## src/rtl/spg_pkg.sv

```systemverilog
package spg_pkg;
   // kind of access presented on the word port in one cycle
   typedef enum logic [1:0] {
      SPG_OP_IDLE  = 2'd0,
      SPG_OP_WRITE = 2'd1,
      SPG_OP_READ  = 2'd2
   } spg_op_e;

   function automatic spg_op_e spg_decode(input logic req, input logic we);
      if (!req)    return SPG_OP_IDLE;
      else if (we) return SPG_OP_WRITE;
      else         return SPG_OP_READ;
   endfunction
endpackage

```

## src/rtl/spg_parity.sv

```systemverilog
module spg_parity #(
   parameter int DATA_W  = 32,
   parameter bit ODD_PAR = 1'b0
) (
   input  logic [DATA_W-1:0] data,
   output logic              par
);
   logic red;

   assign red = ^data;

   generate
      if (ODD_PAR) begin : g_odd
         assign par = ~red;
      end else begin : g_even
         assign par = red;
      end
   endgenerate
endmodule

```

## src/rtl/spg_wr_path.sv

```systemverilog
module spg_wr_path #(
   parameter int DATA_W  = 32,
   parameter int WADDR_W = 18,
   parameter bit ODD_PAR = 1'b0
) (
   input  logic               par_en,
   input  logic               dbg_en,
   input  logic [WADDR_W-1:0] dbg_word,
   input  logic [WADDR_W-1:0] wr_word,
   input  logic [DATA_W-1:0]  wdata,
   output logic               store_par
);
   logic gen_par;
   logic inject;

   spg_parity #(.DATA_W(DATA_W), .ODD_PAR(ODD_PAR)) u_gen (
      .data (wdata),
      .par  (gen_par)
   );

   // full word address compare, independent of array depth
   assign inject = dbg_en && (wr_word == dbg_word);

   always_comb begin
      if (par_en) store_par = gen_par ^ inject;
      else        store_par = 1'b0;
   end
endmodule

```

## src/rtl/spg_array.sv

```systemverilog
module spg_array #(
   parameter int DATA_W = 32,
   parameter int IDX_W  = 6
) (
   input  logic              clk,
   input  logic              wr_en,
   input  logic              rd_en,
   input  logic [IDX_W-1:0]  idx,
   input  logic [DATA_W-1:0] wdata,
   input  logic              wpar,
   output logic [DATA_W-1:0] rdata,
   output logic              rpar
);
   localparam int DEPTH = 1 << IDX_W;
   localparam int ROW_W = DATA_W + 1;

   logic [ROW_W-1:0] mem [DEPTH];
   logic [ROW_W-1:0] row_q;

   always_ff @(posedge clk) begin
      if (wr_en) mem[idx] <= {wpar, wdata};
      if (rd_en) row_q    <= mem[idx];
   end

   assign rdata = row_q[DATA_W-1:0];
   assign rpar  = row_q[DATA_W];
endmodule

```

## src/rtl/spg_rd_check.sv

```systemverilog
module spg_rd_check #(
   parameter int DATA_W  = 32,
   parameter int ADDR_W  = 20,
   parameter bit ODD_PAR = 1'b0
) (
   input  logic              clk,
   input  logic              rst_n,
   input  logic              rd_req,
   input  logic              par_en,
   input  logic [ADDR_W-1:0] rd_addr,
   input  logic [DATA_W-1:0] arr_data,
   input  logic              arr_par,
   output logic              rvalid,
   output logic              perr,
   output logic [ADDR_W-1:0] rsp_addr
);
   logic              rvalid_q;
   logic              chk_q;
   logic [ADDR_W-1:0] addr_q;
   logic              calc_par;

   always_ff @(posedge clk or negedge rst_n) begin
      if (!rst_n) begin
         rvalid_q <= 1'b0;
         chk_q    <= 1'b0;
         addr_q   <= '0;
      end else begin
         rvalid_q <= rd_req;
         if (rd_req) begin
            chk_q  <= par_en;
            addr_q <= {rd_addr[ADDR_W-1:2], 2'b00};
         end
      end
   end

   spg_parity #(.DATA_W(DATA_W), .ODD_PAR(ODD_PAR)) u_chk (
      .data (arr_data),
      .par  (calc_par)
   );

   assign rvalid   = rvalid_q;
   assign perr     = rvalid_q && chk_q && (calc_par != arr_par);
   assign rsp_addr = addr_q;
endmodule

```

## src/rtl/spg_err_capture.sv

```systemverilog
module spg_err_capture #(
   parameter int ADDR_W = 20
) (
   input  logic              clk,
   input  logic              rst_n,
   input  logic              hit,
   input  logic [ADDR_W-1:0] hit_addr,
   input  logic              clr,
   output logic              pend,
   output logic [ADDR_W-1:0] held_addr
);
   logic              pend_q;
   logic [ADDR_W-1:0] addr_q;

   always_ff @(posedge clk or negedge rst_n) begin
      if (!rst_n) begin
         pend_q <= 1'b0;
         addr_q <= '0;
      end else if (clr) begin
         // register is being emptied: a simultaneous error takes the slot
         pend_q <= hit;
         addr_q <= hit ? hit_addr : '0;
      end else if (hit && !pend_q) begin
         pend_q <= 1'b1;
         addr_q <= hit_addr;
      end
   end

   assign pend      = pend_q;
   assign held_addr = addr_q;
endmodule

```

## src/rtl/sram_parity_guard.sv

```systemverilog
module sram_parity_guard #(
   parameter int DATA_W  = 32,
   parameter int ADDR_W  = 20,
   parameter int IDX_W   = 6,
   parameter bit ODD_PAR = 1'b0
) (
   input  logic              clk,
   input  logic              rst_n,
   input  logic              cfg_par_en,
   input  logic              cfg_dbg_en,
   input  logic [ADDR_W-3:0] cfg_dbg_addr,
   input  logic              bus_req,
   input  logic              bus_we,
   input  logic [ADDR_W-1:0] bus_addr,
   input  logic [DATA_W-1:0] bus_wdata,
   output logic              bus_rvalid,
   output logic [DATA_W-1:0] bus_rdata,
   output logic              bus_perr,
   input  logic              err_rd,
   output logic [ADDR_W-1:0] err_rd_addr,
   output logic              irq
);
   import spg_pkg::*;

   localparam int WADDR_W = ADDR_W - 2;

   generate
      if (DATA_W < 1) begin : g_bad_data
         $error("DATA_W must be at least 1");
      end
      if (IDX_W < 1 || IDX_W > 12) begin : g_bad_idx
         $error("IDX_W must lie in 1..12");
      end
      if (ADDR_W < IDX_W + 2) begin : g_bad_addr
         $error("ADDR_W must cover the array index plus the byte offset");
      end
   endgenerate

   spg_op_e            op;
   logic               do_wr;
   logic               do_rd;
   logic [WADDR_W-1:0] word;
   logic [IDX_W-1:0]   idx;
   logic               store_par;
   logic [DATA_W-1:0]  arr_data;
   logic               arr_par;
   logic [ADDR_W-1:0]  rsp_addr;
   logic               perr;
   logic               rvalid;

   assign op    = spg_decode(bus_req, bus_we);
   assign do_wr = (op == SPG_OP_WRITE);
   assign do_rd = (op == SPG_OP_READ);
   assign word  = bus_addr[ADDR_W-1:2];
   assign idx   = word[IDX_W-1:0];

   spg_wr_path #(.DATA_W(DATA_W), .WADDR_W(WADDR_W), .ODD_PAR(ODD_PAR)) u_wr (
      .par_en    (cfg_par_en),
      .dbg_en    (cfg_dbg_en),
      .dbg_word  (cfg_dbg_addr),
      .wr_word   (word),
      .wdata     (bus_wdata),
      .store_par (store_par)
   );

   spg_array #(.DATA_W(DATA_W), .IDX_W(IDX_W)) u_arr (
      .clk   (clk),
      .wr_en (do_wr),
      .rd_en (do_rd),
      .idx   (idx),
      .wdata (bus_wdata),
      .wpar  (store_par),
      .rdata (arr_data),
      .rpar  (arr_par)
   );

   spg_rd_check #(.DATA_W(DATA_W), .ADDR_W(ADDR_W), .ODD_PAR(ODD_PAR)) u_rd (
      .clk      (clk),
      .rst_n    (rst_n),
      .rd_req   (do_rd),
      .par_en   (cfg_par_en),
      .rd_addr  (bus_addr),
      .arr_data (arr_data),
      .arr_par  (arr_par),
      .rvalid   (rvalid),
      .perr     (perr),
      .rsp_addr (rsp_addr)
   );

   spg_err_capture #(.ADDR_W(ADDR_W)) u_cap (
      .clk       (clk),
      .rst_n     (rst_n),
      .hit       (perr),
      .hit_addr  (rsp_addr),
      .clr       (err_rd),
      .pend      (irq),
      .held_addr (err_rd_addr)
   );

   assign bus_rvalid = rvalid;
   assign bus_rdata  = arr_data;
   assign bus_perr   = perr;
endmodule

```

## config.mk

```make
export PLATFORM = sky130hd
export DESIGN_NAME = sram_parity_guard
export DESIGN_NICKNAME = d
export VERILOG_FILES = /design/src/rtl/spg_pkg.sv /design/src/rtl/spg_parity.sv /design/src/rtl/spg_wr_path.sv /design/src/rtl/spg_array.sv /design/src/rtl/spg_rd_check.sv /design/src/rtl/spg_err_capture.sv /design/src/rtl/sram_parity_guard.sv
export SDC_FILE = /design/constraint.sdc
export NUM_CORES = 2
export LEC_CHECK = 0
export ABC_AREA = 1
export BUFFER_PORTS_ARGS = -buffer_cell sky130_fd_sc_hd__buf_4
export CORE_ASPECT_RATIO = 2
export CORE_MARGIN = 3
export CORE_UTILIZATION = 55
export DETAILED_ROUTE_END_ITERATION = 10
export PLACE_DENSITY = 0.68
export SKIP_CTS_REPAIR_TIMING = 1
export SYNTH_ARGS = -nofsm -noshare
export SYNTH_HDL_FRONTEND = slang
export SYNTH_SLANG_ARGS = --single-unit
```

## constraint.sdc

```tcl
create_clock -name clk -period 2.55 [get_ports clk]
set_input_delay 0.51 -clock clk [delete_from_list [all_inputs] [get_ports clk]]
set_output_delay 0.51 -clock clk [all_outputs]
set_load 0.05 [all_outputs]
```

[Word level (Yosys, flattened, before mapping)]
Memory sizes are Yosys's and may differ from the RTL's. A register that Yosys moved wholly into a read port is not among the register bits.
Cells that the tools add are included.
Storage, ports and cells
  bits in registers: 41
  RAM bits: 2112
  input bits: 77
  output and inout bits: 55
  word-level logic and storage cells: 29
  memories kept: 1
Memories
  u_arr.mem: words 64, width 33, read ports 1, clocked after Yosys merged registers in 1, write ports 1, RTL line spg_array.sv:17  | logic [ROW_W-1:0] mem [DEPTH];
Cells by class
  equality and inequality tests: 4
  muxes and demuxes: 10
  bitwise logic cells: 1
  reduce and logical (&&, ||, !) cells: 8
Operators by type and width (count)
  parity 32 bit: 2
  two-way mux 20 bit: 3
  == test 18 bit: 1
  two-way mux 1 bit: 5
  logical AND 1 bit: 4
  two-way mux 2 bit: 2
  == test 2 x 1 -> 1 bit, second input constant: 1
  == test 2 bit, second input constant: 1
  nonzero test 2 bit: 1
  logical NOT 1 bit: 1
  inequality test 1 bit: 1
  bitwise XOR 1 bit: 1

[Longest topological paths before layout]
  depth in word-level cells: 6
  depth in mapped cells: 17
  mapped depth without buffers: 16

[By module]
From an unflattened synthesis, not the netlist that was laid out.
Second synthesis, totals
  cell total of the unflattened synthesis: 9417
  area total of the unflattened synthesis: 93234.4 um^2
By module, submodules not included
  spg_array: times used 1, cells an instance 8703, area an instance 89480.8 um^2, seq. area each 64411.8 um^2
  spg_parity: times used 2, cells an instance 215, area an instance 825.8 um^2, seq. area each 0.0 um^2
  spg_err_capture: times used 1, cells an instance 95, area an instance 870.8 um^2, seq. area each 525.5 um^2
  spg_rd_check: times used 1, cells an instance 90, area an instance 833.3 um^2, seq. area each 500.5 um^2
  spg_wr_path: times used 1, cells an instance 95, area an instance 380.4 um^2, seq. area each 0.0 um^2
  sram_parity_guard: times used 1, cells an instance 4, area an instance 17.5 um^2, seq. area each 0.0 um^2

[Least setup slack after synthesis]
Ideal clock, no wire load.
  path kind: input-to-reg
  start: input bus_addr[5]
  end: memory u_arr.mem[40][0] (netlist bit) (enable)
  library setup time: 0.465 ns
  arrival time: 3.696 ns
  required time: 2.085 ns
  path slack: -1.611 ns
  cell stages on the path: 5
  buffers on the path: 1
  cells stage by stage: clkbuf_1 inv_1 nor3_1 inv_2 nor3_1
RTL lines
  from (decl): RTL line sram_parity_guard.sv:14  | input logic [ADDR_W-1:0] bus_addr,
  to (decl): RTL line spg_array.sv:17
Straight into the memory's write port.

[Worst setup path after layout]
  start: register u_arr.row_q[8] (read register of u_arr.mem)
  end: output bus_perr
On the way
  word-level cells in the longest chain between the ends: 3
RTL lines
  from (decl): RTL line spg_array.sv:18  | logic [ROW_W-1:0] row_q;
  parity 32 bit: RTL line spg_parity.sv:10  | assign red = ^data;
  inequality test 1 bit: RTL line spg_rd_check.sv:42  | assign perr = rvalid_q && chk_q && (calc_par != arr_par);
  logical AND 1 bit: RTL line spg_rd_check.sv:42
  to (decl): RTL line sram_parity_guard.sv:18  | output logic bus_perr,
No other way between the ends.

==> results by group <==
Floorplan
  • Core ar.: ~150000 µm²
  • IO Pins: approximately 130
  • Die H: between 500 and 600 µm
  • Initial Utilization: 55.51%
  • Die width: 278.7 µm
  • Num rows: slightly below 200
  • Die area: ~150000 µm²

Clock tree
  • Clock slew at reported path FFs: 80 ps
  • # clock sinks: about 2200
  • Clk_lat worst skew: between 800 and 900 ps
  • CTS Buffer Depth: 4
  • CTS H-Tree Depth: 4
  • Clock root buffer: clkbuf_16
  • CTS tree: built
  • Inserted Clock Buffers: 179

Setup path
  • Critical path class: flip-flop to output port
  • Crit Path Max Fanout: 3
  • FF-to-FF Start: u_arr.row_q[8]$_DFFE_PP_
  • Worst EP arrival: 2780 ps
  • CP Launch Type: flip-flop
  • Worst reg-to-reg setup slack: ~120 ps
  • R2R depth: 15
  • Worst EP required: 2040 ps
  • Reg-to-reg critical path endpoint: u_cap.held_addr[18]$_DFFE_PN0P_
  • CP endpoint kind: output port

Global route
  • Largest net degree at the start of global routing: 65
  • Total Routing Usage GR: around 32%
  • Initial antenna violation count: 14
  • GR Overflow Total: 0
  • Vias in the first global route: slightly above 50000
  • First-pass GRT wire length: between 300000 and 400000 µm

Place
  • Placed cell area: 91700 µm²
  • Port Buf Inserts: around 130
  • Placer Congestion: 0.8785
  • Pre-CTS setup slack: -509.3 ps
  • DPL Wire Length: ~160000 µm
  • # placed instances: ~8000

Logic synthesis
  • Post-Syn Instances: 5501
  • Asr flop ratio synth: 1.786%
  • EDFF count, synth: roughly 2100
  • Yosys reg bits: about 2200
  • Cell variety after synth: 42
  • Ys Warns: 0
  • Predominant post-synthesis flop cell: edfxtp_1
  • Synth Cell Area: about 82000 µm²
  • Sequential area share after synthesis: 79.92%
  • Post-Syn Area per Cell: roughly 15 µm²

Final layout
  • Fin cells: slightly above 8000
  • Nets: about 6300
  • Finished Core Util: between 60% and 70%
  • Register Area: 65390 µm²
  • Share of cells above drive strength 1: 17.99%
  • Footprint of the multi-input gates: ~15000 µm²
  • Cell area after layout: ~98000 µm²
  • Fillers: 9915
  • Synth-to-Final Area Change: 19.43%

Detailed routing
  • Post-DRT Antenna Nets: 0
  • WL/cell: slightly above 30 µm
  • Detailed Route Iter0 Violations: between 6000 and 7000
  • Pre-Repair DR Iteration Count: 5
  • Vias post-DR: between 50000 and 60000
  • Drc violations: 0
  • Via/cell ratio: 6.340
  • Detailed Route WL: around 250000 µm

Hold path
  • Hold Path End: u_rd.rsp_addr[19]$_DFFE_PN0P_
  • Worst min-delay path class: input pin to flip-flop
  • Hold Crit Start: bus_addr[19]
  • Hold depth: 3

STA
  • Pins Over Slew Limit: 0
  • Final worst-path cycle share: 128.8%
  • Clock Skew: 39.32 ps
  • RSZ-0062 raised after global routing: yes
  • Final TNS setup: -735.6 ps
  • Minimum clock period: 3286 ps
  • Slew headroom: about two fifths
  • FMAX: between 300 and 400 MHz
  • Final setup violation count: 1
  • Worst Tran Pin Value: 886.9 ps
  • Final hold vios: 0
  • Final worst slack: -735.6 ps

Power
  • Worst vdd ir: roughly 0.6 mV
  • P_leak: between 30 and 40 nW
  • Pwr Density: 740.1 nW/µm²

Outcome
  • Status: finished, violations left
  • Failing checks: setup timing

Run
  • Number of maximum-capacitance violations: 0
worst max-delay path, cell delays in order, from the launching register on:
cell and delay (ps):
edfxtp_1 580, xor2_1 280, nand2_1 80, nand2_1 90, nand2_2 70, nand2_4 160, inv_1 70, nand2_2 80
nand2_4 80, inv_2 60, nand2_2 60, a21oi_2 160, buf_6 180
layer usage:
layer / vias up / GRT usage, % / part of all wire, %
met5: - / 0 / 0.012
met4: 6 / 19.05 / 6.8
met3: 742 / 4.240 / 9.0
met2: 3290 / 55.25 / 50
met1: 26158 / 38.90 / 34
li1: 21959 / - / -
Yosys cell counts (all sizes together), types with 5 or more instances:
library cell / instances / area share [%]
edfxtp: 2145 / 79
nand2: 1590 / 7.3
a22oi: 307 / 2.8
nand4: 218 / 1.7
buf: 162 / 0.96
inv: 160 / 0.73
a221oi: 155 / 1.7
nor2: 144 / 0.66
nand3: 104 / 0.69
clkbuf: 98 / 0.45
o21ai: 90 / 0.55
a22o: 61 / 0.65
and3: 54 / 0.41
a21oi: 45 / 0.28
dfrtp: 39 / 1.2
xnor2: 34 / 0.36
xor2: 20 / 0.21
nor3: 13 / 0.080
o2111ai: 13 / 0.14
o31ai: 11 / 0.10
o2111a: 6 / 0.083
o211ai: 6 / 0.055
o2bb2ai: 5 / 0.054
power by group:
part / switching (mW) / total, mW / internal (mW)
logic: 3.30 / 4.84 / 1.54
registers: 0.118 / 39.9 / 39.8
clock network: 12.4 / 27.6 / 15.1
sequential cells by signal (all words and copies together) (netlist names):
signal,cells
u_arr.mem,2112
u_arr.row_q,33
u_cap.held_addr,18
u_cap.pend,1
u_rd.chk_q,1
u_rd.rsp_addr,18
u_rd.rvalid,1
how the worst max path moves through the flow:
stage | from | to | slack, ps | cells past startpoint
global route | u_arr.row_q[24]$_DFFE_PP_ | bus_perr | -820 | 14
detailed placement | bus_addr[4] | u_arr.row_q[27]$_DFFE_PP_ | -510 | 13
global placement | bus_addr[4] | u_arr.row_q[27]$_DFFE_PP_ | -450 | 13
finish | u_arr.row_q[8]$_DFFE_PP_ | bus_perr | -740 | 12
floorplan | bus_addr[5] | u_arr.mem[11][0]$_DFFE_PP_ | -250 | 5
CTS | u_arr.row_q[9]$_DFFE_PP_ | bus_perr | -1190 | 12
logic make-up (layout without fill, tap and decap cells):
kind of cell	Yosys count	in the layout	share of synthesized area, %
AOI/OAI and AO/OA	712	712	6.502
xor gates and xnor gates	54	54	0.5780
buffers and inverters	423	1234	2.162
DFF	2184	2184	79.92
other	1	6	0.004583
and+or+nand+nor	2127	2127	10.84
through the flow:
stage	hold slack, ps	power, mW
final	10.95	72.32
after global routing	33.32	73.98
after CTS	-360.4	72.40
after detailed placement	467.5	45.41
after global placement	455.4	45.31
after floorplan	214.4	42.62
layout by cell type (no fill, tap or decap), types with 6 or more instances in the layout:
cell type      netlist  routed
a21oi_1             44      44
a221oi_1           155     155
a22o_1              61      61
a22oi_1            307     307
and3_1              54      54
buf_12               0     194
buf_4                3     552
bufinv_16            0      20
clkbuf_1            98      17
clkbuf_16            0     183
clkinv_1             3      43
clkinv_2             0      29
clkinvlp_4           0      18
dfrtp_1             39      39
dlygate4sd3_1        0       9
edfxtp_1          2145    2145
inv_1              148     140
inv_2               12       9
inv_8                0       8
nand2_1           1590    1570
nand2_2              0      16
nand3_1             97      94
nand3_2              6       9
nand4_1            218     218
nor2_1             144      79
nor2_4               0      64
o2111a_1             6       6
o2111ai_1           13      13
o211ai_1             6       6
o21ai_0             86      86
o31ai_1             11      11
xnor2_1             34      30
xor2_1              20      19
cell type report:
| type | instances | area share (%) |
|---|---|---|
| Sequential cell | 2184 | 66.92 |
| Multi-Input combinational cell | 2895 | 15.73 |
| Timing Repair Buffer | 758 | 8.342 |
| Clock buffer | 200 | 4.752 |
| Tap cell | 1909 | 2.444 |
| Clock inverter | 113 | 1.111 |
| Inverter | 163 | 0.6978 |
| Antenna cell | 4 | 0.01024 |
Power figures use the tool's default switching activity.
